**src/rtl/dqw_pkg.sv**
```systemverilog
package dqw_pkg;

    typedef enum logic [3:0] {
        OP_SET_HEAD = 4'd0,
        OP_SET_TERM = 4'd1,
        OP_EMPTY    = 4'd2,
        OP_TEST_OWN = 4'd3,
        OP_DEQ_ANY  = 4'd4,
        OP_DEQ_EQ   = 4'd5,
        OP_DEQ_NE   = 4'd6,
        OP_REARM    = 4'd7,
        OP_COUNT    = 4'd8
    } dqw_op_e;

    typedef enum logic [3:0] {
        S_IDLE,
        S_STAT_REQ,
        S_STAT_CAP,
        S_LAST_REQ,
        S_LAST_CAP,
        S_NEXT_REQ,
        S_NEXT_CAP,
        S_RA_REQ,
        S_RA_CAP,
        S_RA_WR,
        S_CNT_STEP,
        S_CNT_CAP,
        S_DONE
    } dqw_state_e;

    // word offsets inside one descriptor (byte units)
    localparam logic [31:0] OFF_STAT = 32'd0;
    localparam logic [31:0] OFF_LAST = 32'd8;
    localparam logic [31:0] OFF_NEXT = 32'd16;

    localparam logic [1:0] OWN_HW = 2'b01;

endpackage

```
**src/rtl/dqw_ptr_regs.sv**
```systemverilog
module dqw_ptr_regs (
    input  logic        clk,
    input  logic        rst_n,
    input  logic        head_ld,
    input  logic [31:0] head_val,
    input  logic        term_ld,
    input  logic [31:0] term_val,
    output logic [31:0] head_q,
    output logic [31:0] term_q,
    output logic        is_empty
);

    always_ff @(posedge clk or negedge rst_n) begin
        if (!rst_n) begin
            head_q <= '0;
            term_q <= '0;
        end else begin
            if (head_ld) head_q <= head_val;
            if (term_ld) term_q <= term_val;
        end
    end

    assign is_empty = (head_q == term_q);

endmodule

```
**src/rtl/dqw_own_cond.sv**
```systemverilog
module dqw_own_cond
    import dqw_pkg::*;
(
    input  logic [3:0] op,
    input  logic [1:0] own,
    input  logic [1:0] want,
    output logic       match,
    output logic       pass
);

    always_comb begin
        match = (own == want);
        case (op)
            OP_DEQ_ANY: pass = 1'b1;
            OP_DEQ_EQ:  pass = match;
            OP_DEQ_NE:  pass = !match;
            default:    pass = 1'b0;
        endcase
    end

endmodule

```
**src/rtl/dqw_walk_ctr.sv**
```systemverilog
module dqw_walk_ctr #(
    parameter int MAX_WALK = 64,
    parameter int CNT_W    = $clog2(MAX_WALK + 1)
) (
    input  logic             clk,
    input  logic             rst_n,
    input  logic             clr,
    input  logic             inc,
    output logic [CNT_W-1:0] count,
    output logic             at_cap
);

    always_ff @(posedge clk or negedge rst_n) begin
        if (!rst_n)   count <= '0;
        else if (clr) count <= '0;
        else if (inc) count <= count + CNT_W'(1);
    end

    assign at_cap = (count == CNT_W'(MAX_WALK));

    AST_CNT_BOUND: assert property (@(posedge clk) disable iff (!rst_n)
        count <= CNT_W'(MAX_WALK));

    AST_NO_INC_AT_CAP: assert property (@(posedge clk) disable iff (!rst_n)
        inc |-> !at_cap);

endmodule

```
**src/rtl/desc_queue_walker.sv**
```systemverilog
module desc_queue_walker
    import dqw_pkg::*;
#(
    parameter  int MAX_WALK = 64,
    localparam int CNT_W    = $clog2(MAX_WALK + 1)
) (
    input  logic             clk,
    input  logic             rst_n,
    input  logic             cmd_valid,
    output logic             cmd_ready,
    input  logic [3:0]       cmd_op,
    input  logic [31:0]      cmd_addr,
    input  logic [1:0]       cmd_own,
    output logic             done,
    output logic [31:0]      res_addr,
    output logic             res_null,
    output logic             res_flag,
    output logic [1:0]       res_own,
    output logic [CNT_W-1:0] res_count,
    output logic             res_err,
    output logic             mem_req,
    output logic             mem_we,
    output logic [31:0]      mem_addr,
    output logic [31:0]      mem_wdata,
    input  logic [31:0]      mem_rdata
);

    dqw_state_e  state_q, state_d;
    logic [3:0]  op_q;
    logic [31:0] arg_q;
    logic [1:0]  want_q;
    logic [31:0] ptr_q;

    logic        head_ld, term_ld;
    logic [31:0] head_val;
    logic [31:0] head_q, term_q;
    logic        is_empty;
    logic        ctr_clr, ctr_inc, at_cap;
    logic        own_match, own_pass;
    logic        accept, acc_qop;

    dqw_ptr_regs u_ptrs (
        .clk      (clk),
        .rst_n    (rst_n),
        .head_ld  (head_ld),
        .head_val (head_val),
        .term_ld  (term_ld),
        .term_val (cmd_addr),
        .head_q   (head_q),
        .term_q   (term_q),
        .is_empty (is_empty)
    );

    dqw_own_cond u_cond (
        .op    (op_q),
        .own   (mem_rdata[1:0]),
        .want  (want_q),
        .match (own_match),
        .pass  (own_pass)
    );

    dqw_walk_ctr #(.MAX_WALK(MAX_WALK), .CNT_W(CNT_W)) u_ctr (
        .clk    (clk),
        .rst_n  (rst_n),
        .clr    (ctr_clr),
        .inc    (ctr_inc),
        .count  (res_count),
        .at_cap (at_cap)
    );

    assign accept  = cmd_valid && cmd_ready;
    assign acc_qop = (cmd_op == OP_TEST_OWN) || (cmd_op == OP_DEQ_ANY) ||
                     (cmd_op == OP_DEQ_EQ)   || (cmd_op == OP_DEQ_NE);

    // state register
    always_ff @(posedge clk or negedge rst_n) begin
        if (!rst_n) state_q <= S_IDLE;
        else        state_q <= state_d;
    end

    // next state and outputs
    always_comb begin
        state_d   = state_q;
        cmd_ready = 1'b0;
        done      = 1'b0;
        mem_req   = 1'b0;
        mem_we    = 1'b0;
        mem_addr  = '0;
        mem_wdata = '0;
        head_ld   = 1'b0;
        head_val  = mem_rdata;
        term_ld   = 1'b0;
        ctr_clr   = 1'b0;
        ctr_inc   = 1'b0;
        unique case (state_q)
            S_IDLE: begin
                cmd_ready = 1'b1;
                if (cmd_valid) begin
                    case (cmd_op)
                        OP_SET_HEAD: begin
                            head_ld  = 1'b1;
                            head_val = cmd_addr;
                            state_d  = S_DONE;
                        end
                        OP_SET_TERM: begin
                            term_ld = 1'b1;
                            state_d = S_DONE;
                        end
                        OP_TEST_OWN, OP_DEQ_ANY, OP_DEQ_EQ, OP_DEQ_NE:
                            state_d = is_empty ? S_DONE : S_STAT_REQ;
                        OP_REARM: state_d = S_RA_REQ;
                        OP_COUNT: begin
                            ctr_clr = 1'b1;
                            state_d = S_CNT_STEP;
                        end
                        default: state_d = S_DONE;
                    endcase
                end
            end
            S_STAT_REQ: begin
                mem_req  = 1'b1;
                mem_addr = head_q + OFF_STAT;
                state_d  = S_STAT_CAP;
            end
            S_STAT_CAP: begin
                if (op_q != OP_TEST_OWN && own_pass) state_d = S_LAST_REQ;
                else                                 state_d = S_DONE;
            end
            S_LAST_REQ: begin
                mem_req  = 1'b1;
                mem_addr = head_q + OFF_LAST;
                state_d  = S_LAST_CAP;
            end
            S_LAST_CAP: state_d = S_NEXT_REQ;
            S_NEXT_REQ: begin
                mem_req  = 1'b1;
                mem_addr = ptr_q + OFF_NEXT;
                state_d  = S_NEXT_CAP;
            end
            S_NEXT_CAP: begin
                head_ld  = 1'b1;
                head_val = mem_rdata;
                state_d  = S_DONE;
            end
            S_RA_REQ: begin
                mem_req  = 1'b1;
                mem_addr = arg_q + OFF_STAT;
                state_d  = S_RA_CAP;
            end
            S_RA_CAP: state_d = S_RA_WR;
            S_RA_WR: begin
                mem_req   = 1'b1;
                mem_we    = 1'b1;
                mem_addr  = arg_q + OFF_STAT;
                mem_wdata = ptr_q;
                state_d   = S_DONE;
            end
            S_CNT_STEP: begin
                if (ptr_q == term_q || at_cap) begin
                    state_d = S_DONE;
                end else begin
                    mem_req  = 1'b1;
                    mem_addr = ptr_q + OFF_NEXT;
                    state_d  = S_CNT_CAP;
                end
            end
            S_CNT_CAP: begin
                ctr_inc = 1'b1;
                state_d = S_CNT_STEP;
            end
            S_DONE: begin
                done    = 1'b1;
                state_d = S_IDLE;
            end
            default: state_d = S_IDLE;
        endcase
    end

    // operand and result registers
    always_ff @(posedge clk or negedge rst_n) begin
        if (!rst_n) begin
            op_q     <= '0;
            arg_q    <= '0;
            want_q   <= '0;
            ptr_q    <= '0;
            res_addr <= '0;
            res_null <= 1'b0;
            res_flag <= 1'b0;
            res_own  <= '0;
            res_err  <= 1'b0;
        end else begin
            if (accept) begin
                op_q     <= cmd_op;
                arg_q    <= cmd_addr;
                want_q   <= cmd_own;
                ptr_q    <= head_q;
                res_addr <= head_q;
                res_null <= 1'b0;
                res_flag <= 1'b0;
                res_own  <= '0;
                res_err  <= 1'b0;
                case (cmd_op)
                    OP_EMPTY: res_flag <= is_empty;
                    OP_TEST_OWN, OP_DEQ_ANY, OP_DEQ_EQ, OP_DEQ_NE:
                        res_null <= is_empty;
                    OP_SET_HEAD, OP_SET_TERM, OP_REARM: res_addr <= cmd_addr;
                    OP_COUNT: ;
                    default: res_null <= 1'b1;
                endcase
            end
            case (state_q)
                S_STAT_CAP: begin
                    res_own  <= mem_rdata[1:0];
                    res_flag <= own_match;
                    if (op_q != OP_TEST_OWN && !own_pass) res_null <= 1'b1;
                end
                S_LAST_CAP: ptr_q <= mem_rdata;
                S_RA_CAP:   ptr_q <= {mem_rdata[31:2], OWN_HW};
                S_CNT_CAP:  ptr_q <= mem_rdata;
                S_CNT_STEP: if (ptr_q != term_q && at_cap) res_err <= 1'b1;
                default: ;
            endcase
        end
    end

    AST_DONE_PULSE: assert property (@(posedge clk) disable iff (!rst_n)
        done |=> !done);

    AST_ADDR_ALIGN: assert property (@(posedge clk) disable iff (!rst_n)
        mem_req |-> (mem_addr[1:0] == 2'b00));

    AST_BUSY_NO_READY: assert property (@(posedge clk) disable iff (!rst_n)
        accept |=> !cmd_ready);

    AST_EMPTY_NO_MEM: assert property (@(posedge clk) disable iff (!rst_n)
        (accept && acc_qop && is_empty) |=> !mem_req);

    AST_REARM_OWN_HW: assert property (@(posedge clk) disable iff (!rst_n)
        (mem_req && mem_we) |-> (mem_wdata[1:0] == OWN_HW));

    AST_REARM_KEEP: assert property (@(posedge clk) disable iff (!rst_n)
        (mem_req && mem_we) |-> (mem_wdata[31:2] == $past(mem_rdata[31:2])));

    AST_ERR_AT_CAP: assert property (@(posedge clk) disable iff (!rst_n)
        (done && res_err) |-> (res_count == CNT_W'(MAX_WALK)));

endmodule

```
**config.mk**
```make
export PLATFORM = sky130hd
export DESIGN_NAME = desc_queue_walker
export DESIGN_NICKNAME = d
export VERILOG_FILES = /design/src/rtl/dqw_pkg.sv /design/src/rtl/dqw_ptr_regs.sv /design/src/rtl/dqw_own_cond.sv /design/src/rtl/dqw_walk_ctr.sv /design/src/rtl/desc_queue_walker.sv
export SDC_FILE = /design/constraint.sdc
export NUM_CORES = 1
export LEC_CHECK = 0
export BUFFER_PORTS_ARGS = -buffer_cell sky130_fd_sc_hd__buf_2
export CAP_MARGIN = 20
export CORE_MARGIN = 1.5
export CORE_UTILIZATION = 60
export CTS_CLUSTER_DIAMETER = 60
export DETAILED_ROUTE_END_ITERATION = 12
export GPL_ROUTABILITY_DRIVEN = 0
export PLACE_DENSITY = 0.87
export REMOVE_ABC_BUFFERS = 1
export SLEW_MARGIN = 20
export SYNTH_ARGS = -nofsm -noshare
export SYNTH_HDL_FRONTEND = slang
export SYNTH_SLANG_ARGS = --single-unit
```
**constraint.sdc**
```tcl
create_clock -name clk -period 4.5 [get_ports clk]
set_input_delay 0.225 -clock clk [delete_from_list [all_inputs] [get_ports clk]]
set_output_delay 0.225 -clock clk [all_outputs]
set_load 0.005 [all_outputs]
```
-- Yosys cells after proc, flatten, opt, wreduce, memory -nomap -nowiden
Index checks and enable logic that the tools add are counted.
- output and inout bits: 112
- word-level logic and storage cells: 110
- bits of input ports: 73
- bits in registers: 182
- reductions and logical operators: 19
- equality and inequality tests: 30
- $add $sub $neg: 3
- multiplexer cells: 45
- operator list (cell ; count):
    $mux W32 ; 7
    $pmux W32 S5 ; 1
    $eq A32 B32 Y1 ; 2
    $pmux W32 S2 ; 1
    $eq A4 B3 Y1 const B ; 11
    $pmux W4 S11 ; 1
    $add A32 B4 Y32 const B ; 1
    $add A32 B5 Y32 const B ; 1
    $ne A32 B32 Y1 ; 1
    $eq A4 B4 Y1 const B ; 6
    $mux W1 ; 22
    $eq A4 B2 Y1 const B ; 4
    $mux W7 ; 2
    $mux W4 ; 3
    $pmux W4 S3 ; 1
    $reduce_or A5 Y1 ; 2
    $eq A4 B1 Y1 const B ; 2
    $logic_not A4 Y1 ; 2
    $add A7 B1 Y7 const B ; 1
    $eq A7 B7 Y1 const B ; 1
    $pmux W1 S2 ; 3
    $reduce_or A2 Y1 ; 3
    $logic_and A1 B1 Y1 ; 4
    $mux W2 ; 2
    11 further kinds ; 13

-- Depth between registers and ports, before layout
Gate-level depths: netlist (run 1).
- depth in word-level cells: 7
- gate-level depth with buffers: 10
- depth with buffers taken out: 8

-- Modules after synthesis
A second synthesis (run 1) with hierarchy kept.
- cells, all modules: 1165
- area total of the unflattened synthesis: 11026.8 µm²
- modules (own cells, without submodules) (module ; sequential area each (µm²) ; times used ; cells an instance ; area each (µm²)):
    desc_queue_walker ; 2777.7 ; 1 ; 944 ; 7896.3
    dqw_ptr_regs ; 1601.5 ; 1 ; 179 ; 2723.9
    dqw_walk_ctr ; 175.2 ; 1 ; 36 ; 360.3
    dqw_own_cond ; 0.0 ; 1 ; 6 ; 46.3

-- Worst setup path before layout (run 1)
OpenSTA, ideal clock, no wires.
- kind: register -> output
- start: reg ptr_q[9]
- end: out mem_addr[10]
- data required time: 4.275 ns
- arrival time: 1.721 ns
- buffers on the path: 2
- stages on the path, launching flop included: 9
- path slack: 2.554 ns
- cells stage by stage: dfrtp_1 -> buf_6 -> xnor2_2 -> nand4_1 -> nor4_2 -> a21oi_2 -> a21oi_4 -> buf_6 -> o221ai_2
- word-level cells in the longest chain between the ends: 4
- elaborated cells on any way between the ends: 5
- classes of those cells: add/sub (1); eq/ne (1); mux (2); reduce/logical (1)
- RTL lines (item ; RTL line ; RTL):
    start, declared ; desc_queue_walker.sv:32 ; logic [31:0] ptr_q;
    start signal, assigned ; desc_queue_walker.sv:196 ; ptr_q <= head_q;
    start signal, assigned ; desc_queue_walker.sv:217 ; S_LAST_CAP: ptr_q <= mem_rdata;
    start signal, assigned ; desc_queue_walker.sv:218 ; S_RA_CAP: ptr_q <= {mem_rdata[31:2], OWN_HW};
    branches (longest 3 deep; another with $add A32 B5 Y32) ; - ;
    $pmux W32 S5 (*) ; desc_queue_walker.sv:95 ; unique case (state_q)
    end, declared ; desc_queue_walker.sv:23 ; output logic [31:0] mem_addr,
Mark *: on every way between the ends.

-- Worst setup path after layout (run 1)
- start: reg ptr_q[16]
- end: out mem_addr[25]
Same word-level chain as after synthesis.

==> summary.txt, run 1 <==
Outcome
  – Outcome: complete, no violations

Detailed routing
  – Via/cell ratio: around 6.3
  – WL per Instance: 20.7 um
  – Via count: slightly below 10,000
  – Router iterations before antenna repair: 9
  – # DRC: 0
  – DR iter-0 viols: 1,346
  – Antenna viol nets, final: 0
  – Routed WL: 31.9 mm

Power
  – Power Dens Cells: 692 nW/um2
  – Worst vdd ir: roughly 0.37 mV
  – Leakage: 5.82 nW
  – Total power: 8.45 mW

Placement
  – DP Wirelength: 21.1 mm
  – PortBufs: 184

Synthesis
  – Synthesis-stage register bit count: 182
  – Mean Syn Cell Area: 9.06 um2
  – Cell area after synthesis: 10,800 um2
  – Top_reg_cell synth: dfrtp_1
  – Yosys warning count: 0
  – Post-synth EDFFs: 0
  – Post-synth ARST share: 100%
  – Cells after Synth: 1,194
  – Sequential cell area fraction in the yosys report: 42.1%
  – Synth cell types: 59

CTS
  – CTS tree: built
  – H-tree depth: 4
  – Clk slew on worst S/H paths: 0.07 ns
  – Clk buf depth: 2
  – Clk_lat worst skew: approximately 0.45 ns
  – Clock root buffer: clkbuf_16
  – CTS Buf Count: 17
  – # clock sinks: 182

Critical path
  – Crit path kind: reg2out
  – Worst path required time: 4.28 ns
  – Worst-path fanout max: 24
  – Worst Setup SP: ptr_q[16]
  – Crit end category: output port
  – Worst reg2reg setup slack: 1.41 ns
  – Crit start category: flop
  – FF-to-FF path depth: 8
  – Crit path capture: mem_addr[25]
  – Reg-to-Reg Start: state_q[1]
  – Arrival time at the worst endpoint: 3.54 ns
  – RR Endpoint: state_q[2]

Floorplan
  – Ports: 185
  – Die width: ~140 um
  – Core Box Area: approximately 17,000 um2
  – Die Area: 18,800 um2
  – DIE HEIGHT: 137 um
  – Starting density of the core: 61.9%
  – FP Rows: 48

Timing
  – F_max: 266 MHz
  – Worst slew margin relative to its limit: 28.3%
  – RSZ-0062 raised after global routing: false
  – Hold WS: roughly 0.008 ns
  – Skew final: 0.0108 ns
  – Setup violators final: 0
  – Final worst path period share: 83.7%
  – Worst-margin pin slew: 1.08 ns
  – Fin. max-slew vios: 0
  – Min Clock Period, post-route: 3.76 ns
  – Post-Route Setup TNS: 0 ns
  – Final Hold Viols: 0

Global routing
  – First-pass GRT wire length: 50.1 mm
  – Largest net degree at the start of global routing: 99
  – Initial antenna violation count: 0
  – Vias in the first global route: 9,385
  – Gr ovfl total: 0
  – GR Util All Layers: 34.7%

Cells and area
  – Nets: ~1,400
  – FILL cells: 1,234
  – Ant diodes: 0
  – Area delta synth->final: 12.9%
  – Commonest non-fill, non-tap cell in the layout: nand2_1
  – Most frequent cells in the layout: nand2_1, buf_2, dfrtp_1, xor2_1, mux2i_1
  – Layout cells sized above 1: 22.3%

Job
  – Max-Cap Viols: 0

Hold path
  – Hold Path Class: in2reg
## metrics by stage
stage               instances  utilization [%]  area (um2)  setup slack, ns
floorplan                1088                -       10300           0.0666
global placement         1508             66.4       11600             1.41
detailed placement       1508             66.4       11600             1.36
CTS                      1543             69.9       12200            0.895
global route             1543             69.9       12200            0.722
finish                   1543             69.9       12200            0.736
## sequential cells by signal, summed over array words and instances (netlist names), 2 cells and up
signal and flops:
arg_q 32, ptr_q 32, res_addr 32, u_ptrs.head_q 32, u_ptrs.term_q 32, u_ctr.count 7, op_q 4, state_q 4
res_own 2, want_q 2
## worst max-delay path: stages (launching register included)
cell and delay, ns:
dfrtp_1 0.50, xnor2_1 0.30, nand4_1 0.22, nor4_2 0.60, a21oi_2 0.17, a21oi_4 0.40
buf_4 0.41, o2111ai_1 0.26, buf_2 0.19
## metal layers
layer,global-route usage [%],up-vias,wire length (um)
met3,6.88,117,3320
met2,54.5,676,15000
li1,-,4299,-
met4,15.8,0,1180
met5,0,-,0
met1,46.7,4693,12500
## power by group
part,internal (mW),switching (mW),leakage (nW)
Sequential,2.37,1.08,2.30
Combinational,1.50,2.00,3.23
Clock,0.797,0.710,0.283
## worst min path at each step
stage | start | endpoint | slack (ns) | cells after the start
after global routing | mem_rdata[17] | ptr_q[17] | 0.02 | 3
after detailed placement | rst_n | res_own[1] | 0.41 | 1
after floorplan | rst_n | arg_q[0] | -0.07 | 0
after CTS | mem_rdata[4] | ptr_q[4] | 0.006 | 3
after global placement | rst_n | res_flag | 0.40 | 1
final | mem_rdata[14] | ptr_q[14] | 0.008 | 3
## Yosys cell counts, drive strengths merged, types with 6 or more instances
cell type / count / share of area [%]
a21oi: 44 / 2.2
a22oi: 34 / 2.4
and2: 31 / 1.8
and3: 17 / 0.98
buf: 57 / 3.3
clkbuf: 49 / 1.7
dfrtp: 182 / 42
inv: 14 / 0.49
mux2: 36 / 3.7
mux2i: 66 / 6.1
nand2: 271 / 9.4
nand3: 26 / 1.2
nand4: 32 / 1.9
nor2: 65 / 2.3
nor3: 12 / 0.76
nor4: 11 / 0.75
o21ai: 45 / 2.1
o221ai: 26 / 2.7
o22ai: 6 / 0.35
xnor2: 46 / 3.8
xor2: 76 / 6.2
## logic make-up after synthesis
logic type	Yosys count	synth area share [%]
simple gates	487	20.7
compound gates	177	11.4
xor+xnor	122	9.95
mux	102	9.85
buf+inv	120	5.52
flops	182	42.1
fa+ha+maj	4	0.463
## timing repair
item | 4_1_cts | 5_1_grt
resized for setup | 0 | 0
hold buffers | 3 | 0
setup buffers | 0 | 0
endpoints found under the hold margin | 99 | 0
## cell type report
type	instances	area [um2]	area share, %
Timing Repair Buffer	198	1050	8.61
Sequential cell	182	4550	37.3
Multi-Input combinational cell	892	5700	46.7
Clock buffer	19	443	3.62
Clock inverter	13	133	1.09
Inverter	14	52.6	0.430
Tap cell	225	282	2.30
(Power assumes the default switching activity.)
==> run 2: changes to the inputs <==
--- a/config.mk
+++ b/config.mk
@@ -8,11 +8,11 @@
 export BUFFER_PORTS_ARGS = -buffer_cell sky130_fd_sc_hd__buf_2
 export CAP_MARGIN = 20
 export CORE_MARGIN = 1.5
-export CORE_UTILIZATION = 60
+export CORE_UTILIZATION = 57
 export CTS_CLUSTER_DIAMETER = 60
 export DETAILED_ROUTE_END_ITERATION = 12
 export GPL_ROUTABILITY_DRIVEN = 0
-export PLACE_DENSITY = 0.87
+export PLACE_DENSITY = 0.84
 export REMOVE_ABC_BUFFERS = 1
 export SLEW_MARGIN = 20
 export SYNTH_ARGS = -nofsm -noshare
==> constraint.sdc (replaced) <==
create_clock -name clk -period 3.6 [get_ports clk]
set_input_delay 0.18 -clock clk [delete_from_list [all_inputs] [get_ports clk]]
set_output_delay 0.18 -clock clk [all_outputs]
set_load 0.005 [all_outputs]
==> run 2 against run 1 <==
  * Largest power group unchanged
  * Clock power grew 29%
  * Highest routed layer unchanged
  * Critical path depth shrank 1
  * Total power grew 27%
==> summary.txt, run 2 (synthesized netlist as in run 1, its figures left out) <==
Outcome
  – Outcome: complete, no violations

Detailed routing
  – DR iter-0 viols: 1,189 (-12%)
  – WL per Instance: 21.2 um (+2.3%)
  – Via count: 10,000 (+2.3%)
  – # DRC: 0 (unchanged)
  – Routed WL: 33.9 mm (+6.2%)
  – Antenna viol nets, final: 0 (unchanged)
  – Router iterations before antenna repair: 5 (-4)
  – Via/cell ratio: 6.25 (-1.4%)

Floorplan
  – DIE HEIGHT: 141 um (+2.5%)
  – Die Area: 19,800 um2 (+5.1%)
  – Ports: 185 (unchanged)
  – Starting density of the core: 58.0% (-3.9 points)
  – Die width: 141 um (+2.5%)
  – FP Rows: 50 (+4.2%)
  – Core Box Area: 18,600 um2 (+6.7%)

Critical path
  – Crit end category: output port
  – Slowest stage delay, CP: 0.65 ns (+0.05 ns)
  – Crit-path slowest cell: dfrtp_1
  – Crit start category: flop
  – Worst path required time: 3.42 ns (-0.86 ns)
  – Arrival time at the worst endpoint: 3.13 ns (-0.41 ns)
  – Cell Chain, Critical Path: nand2b_1 > o21ai_1 > and2_1 > buf_4 > nand2_1 > o221ai_1 > buf_2
  – WP buf/inv: 2 (unchanged)
  – Crit path kind: reg2out
  – Worst-path fanout max: 15 (-38%)
  – Family with the most delay on the worst path: simple AND/OR/NAND/NOR gates

Placement
  – DP Wirelength: 22.8 mm (+8.5%)
  – Placed Cells: 1,525 (+1.1%)
  – Setup WS pre-CTS: 0.629 ns (-0.731 ns)
  – PortBufs: 184 (unchanged)
  – Placement Cell Area: 11,700 um2 (+0.72%)

CTS
  – Clk_lat worst skew: 0.45 ns (about the same)
  – Clock root buffer: clkbuf_16
  – Clk slew on worst S/H paths: 0.07 ns (about the same)
  – Clk buf depth: 2 (unchanged)
  – Resized Gates After CTS: 0 (unchanged)
  – CTS tree: built
  – H-tree depth: 4 (unchanged)
  – CTS Buf Count: 17 (unchanged)
  – # clock sinks: 182 (unchanged)

Timing
  – Fin. max-slew vios: 0 (unchanged)
  – RSZ-0062 raised after global routing: false
  – Final Hold Viols: 0 (unchanged)
  – Post-Route Setup TNS: 0 ns (unchanged)
  – Worst-margin pin slew: 1.11 ns (+0.0301 ns)
  – Final Worst Setup Slack: 0.288 ns (-0.448 ns)
  – Final worst path period share: 92.0%
  – Setup violators final: 0 (unchanged)
  – F_max: 302 MHz
  – Min Clock Period, post-route: between 3 and 4 ns
  – Worst slew margin relative to its limit: 26.3% (-2.0 points)
  – Skew final: 0.00749 ns (-0.00334 ns)

Cells and area
  – Commonest non-fill, non-tap cell in the layout: nand2_1
  – Most frequent cells in the layout: nand2_1, buf_2, dfrtp_1, xor2_1, mux2i_1
  – Design area: 12,700 um2 (+4.2%)
  – Final instance count without filler cells: 1,602 (+3.8%)
  – Area delta synth->final: 17.6%
  – Nets: 1,431 (+3.5%)
  – Layout cells sized above 1: 22.4% (+0.078 points)

Power
  – Total power: 10.7 mW (+27%)
  – Worst vdd ir: 0.469 mV (+28%)
  – Power Dens Cells: 843 nW/um2 (+22%)
  – Leakage: 6.01 nW (+3.3%)

Global routing
  – First-pass GRT wire length: 53.2 mm (+6.1%)
  – Met1 global-route usage: 46.6% (-0.092 points)
  – Met3 usage: 7.40% (+0.52 points)
  – Initial antenna violation count: 1 (+1)
  – GR Util All Layers: 34.8% (+0.11 points)
  – Vias in the first global route: 9,643 (+2.7%)
  – Gr busiest metal: met2
  – Gr ovfl total: 0 (unchanged)
  – Largest net degree at the start of global routing: 98 (-1.0%)
  – Grt met2 use: 53.9% (-0.59 points)

Hold path
  – Hold Path Class: in2reg

Job
  – Max-Cap Viols: 0 (unchanged)
==> run 2: cell types whose count changed in the layout (fill, tap and decap cells not counted), moves of 2 or more <==
cell / delta
inv_6: -7
clkinvlp_4: +6
buf_4: +10
dlygate4sd3_1: +38
clkinv_4: +2
==> run 2: per-layer routing <==
| metal | share of wire (%) | wire length [um] | vias to the layer above |
|---|---|---|---|
| li1 | - | - | 4398 |
| met1 | 40 | 13600 | 4843 |
| met2 | 46 | 15600 | 664 |
| met3 | 9.6 | 3240 | 107 |
| met4 | 4.4 | 1490 | 0 |
| met5 | 0 | 0 | - |
==> run 2: worst paths after layout <==
| path | start | to | slack [ns] | cells after the start |
|---|---|---|---|---|
| worst max-delay path | state_q[3] | mem_addr[20] | 0.29 | 7 |
| worst min-delay path | cmd_addr[30] | arg_q[30] | 0.001 | 3 |
| worst max register to register | state_q[1] | ptr_q[1] | 0.80 | 8 |
| worst min register to register | res_addr[12] | res_addr[12] | 0.48 | 2 |
| max in group asynchronous | rst_n | u_ptrs.head_q[30] | 2.30 | 3 |
| min in group asynchronous | rst_n | res_flag | 0.32 | 2 |
==> run 2: per-stage QoR <==
stage          util (%)  hold WS (ns)
6_report           68.3       0.00133
5_1_grt            68.3        0.0106
4_1_cts            68.1      0.000745
3_5_place_dp       62.7         0.287
3_3_place_gp       62.7         0.285
2_1_floorplan         -        -0.116
==> run 2: what timing repair did <==
item	CTS	global route
buffers inserted	0	3
hold endpoints to repair	117	0
endpoints found under the setup margin	0	7
hold buffers	41	0
==> run 2: worst register-to-register path, stage by stage, from the launching register on <==
cell,delay [ns]
dfrtp_1,0.76
nor2_4,0.10
nand2_1,0.11
inv_1,0.12
nand2_4,0.19
buf_4,0.80
nor2_1,0.16
o22ai_1,0.20
a21boi_0,0.26
==> run 2: power by group <==
group	leakage [nW]	internal, mW	switching [mW]
sequential	2.30	2.97	1.22
combinational	3.44	1.94	2.65
clock	0.270	1.07	0.880
==> run 2: final cells by class <==
type / count / area (um2)
Multi-Input combinational cell: 892 / 5700
Tap cell: 234 / 293
Timing Repair Buffer: 247 / 1530
Inverter: 14 / 52.6
Antenna cell: 1 / 2.50
Fill cell: 1403 / 5910
Clock inverter: 13 / 148
Sequential cell: 182 / 4550
Clock buffer: 19 / 453
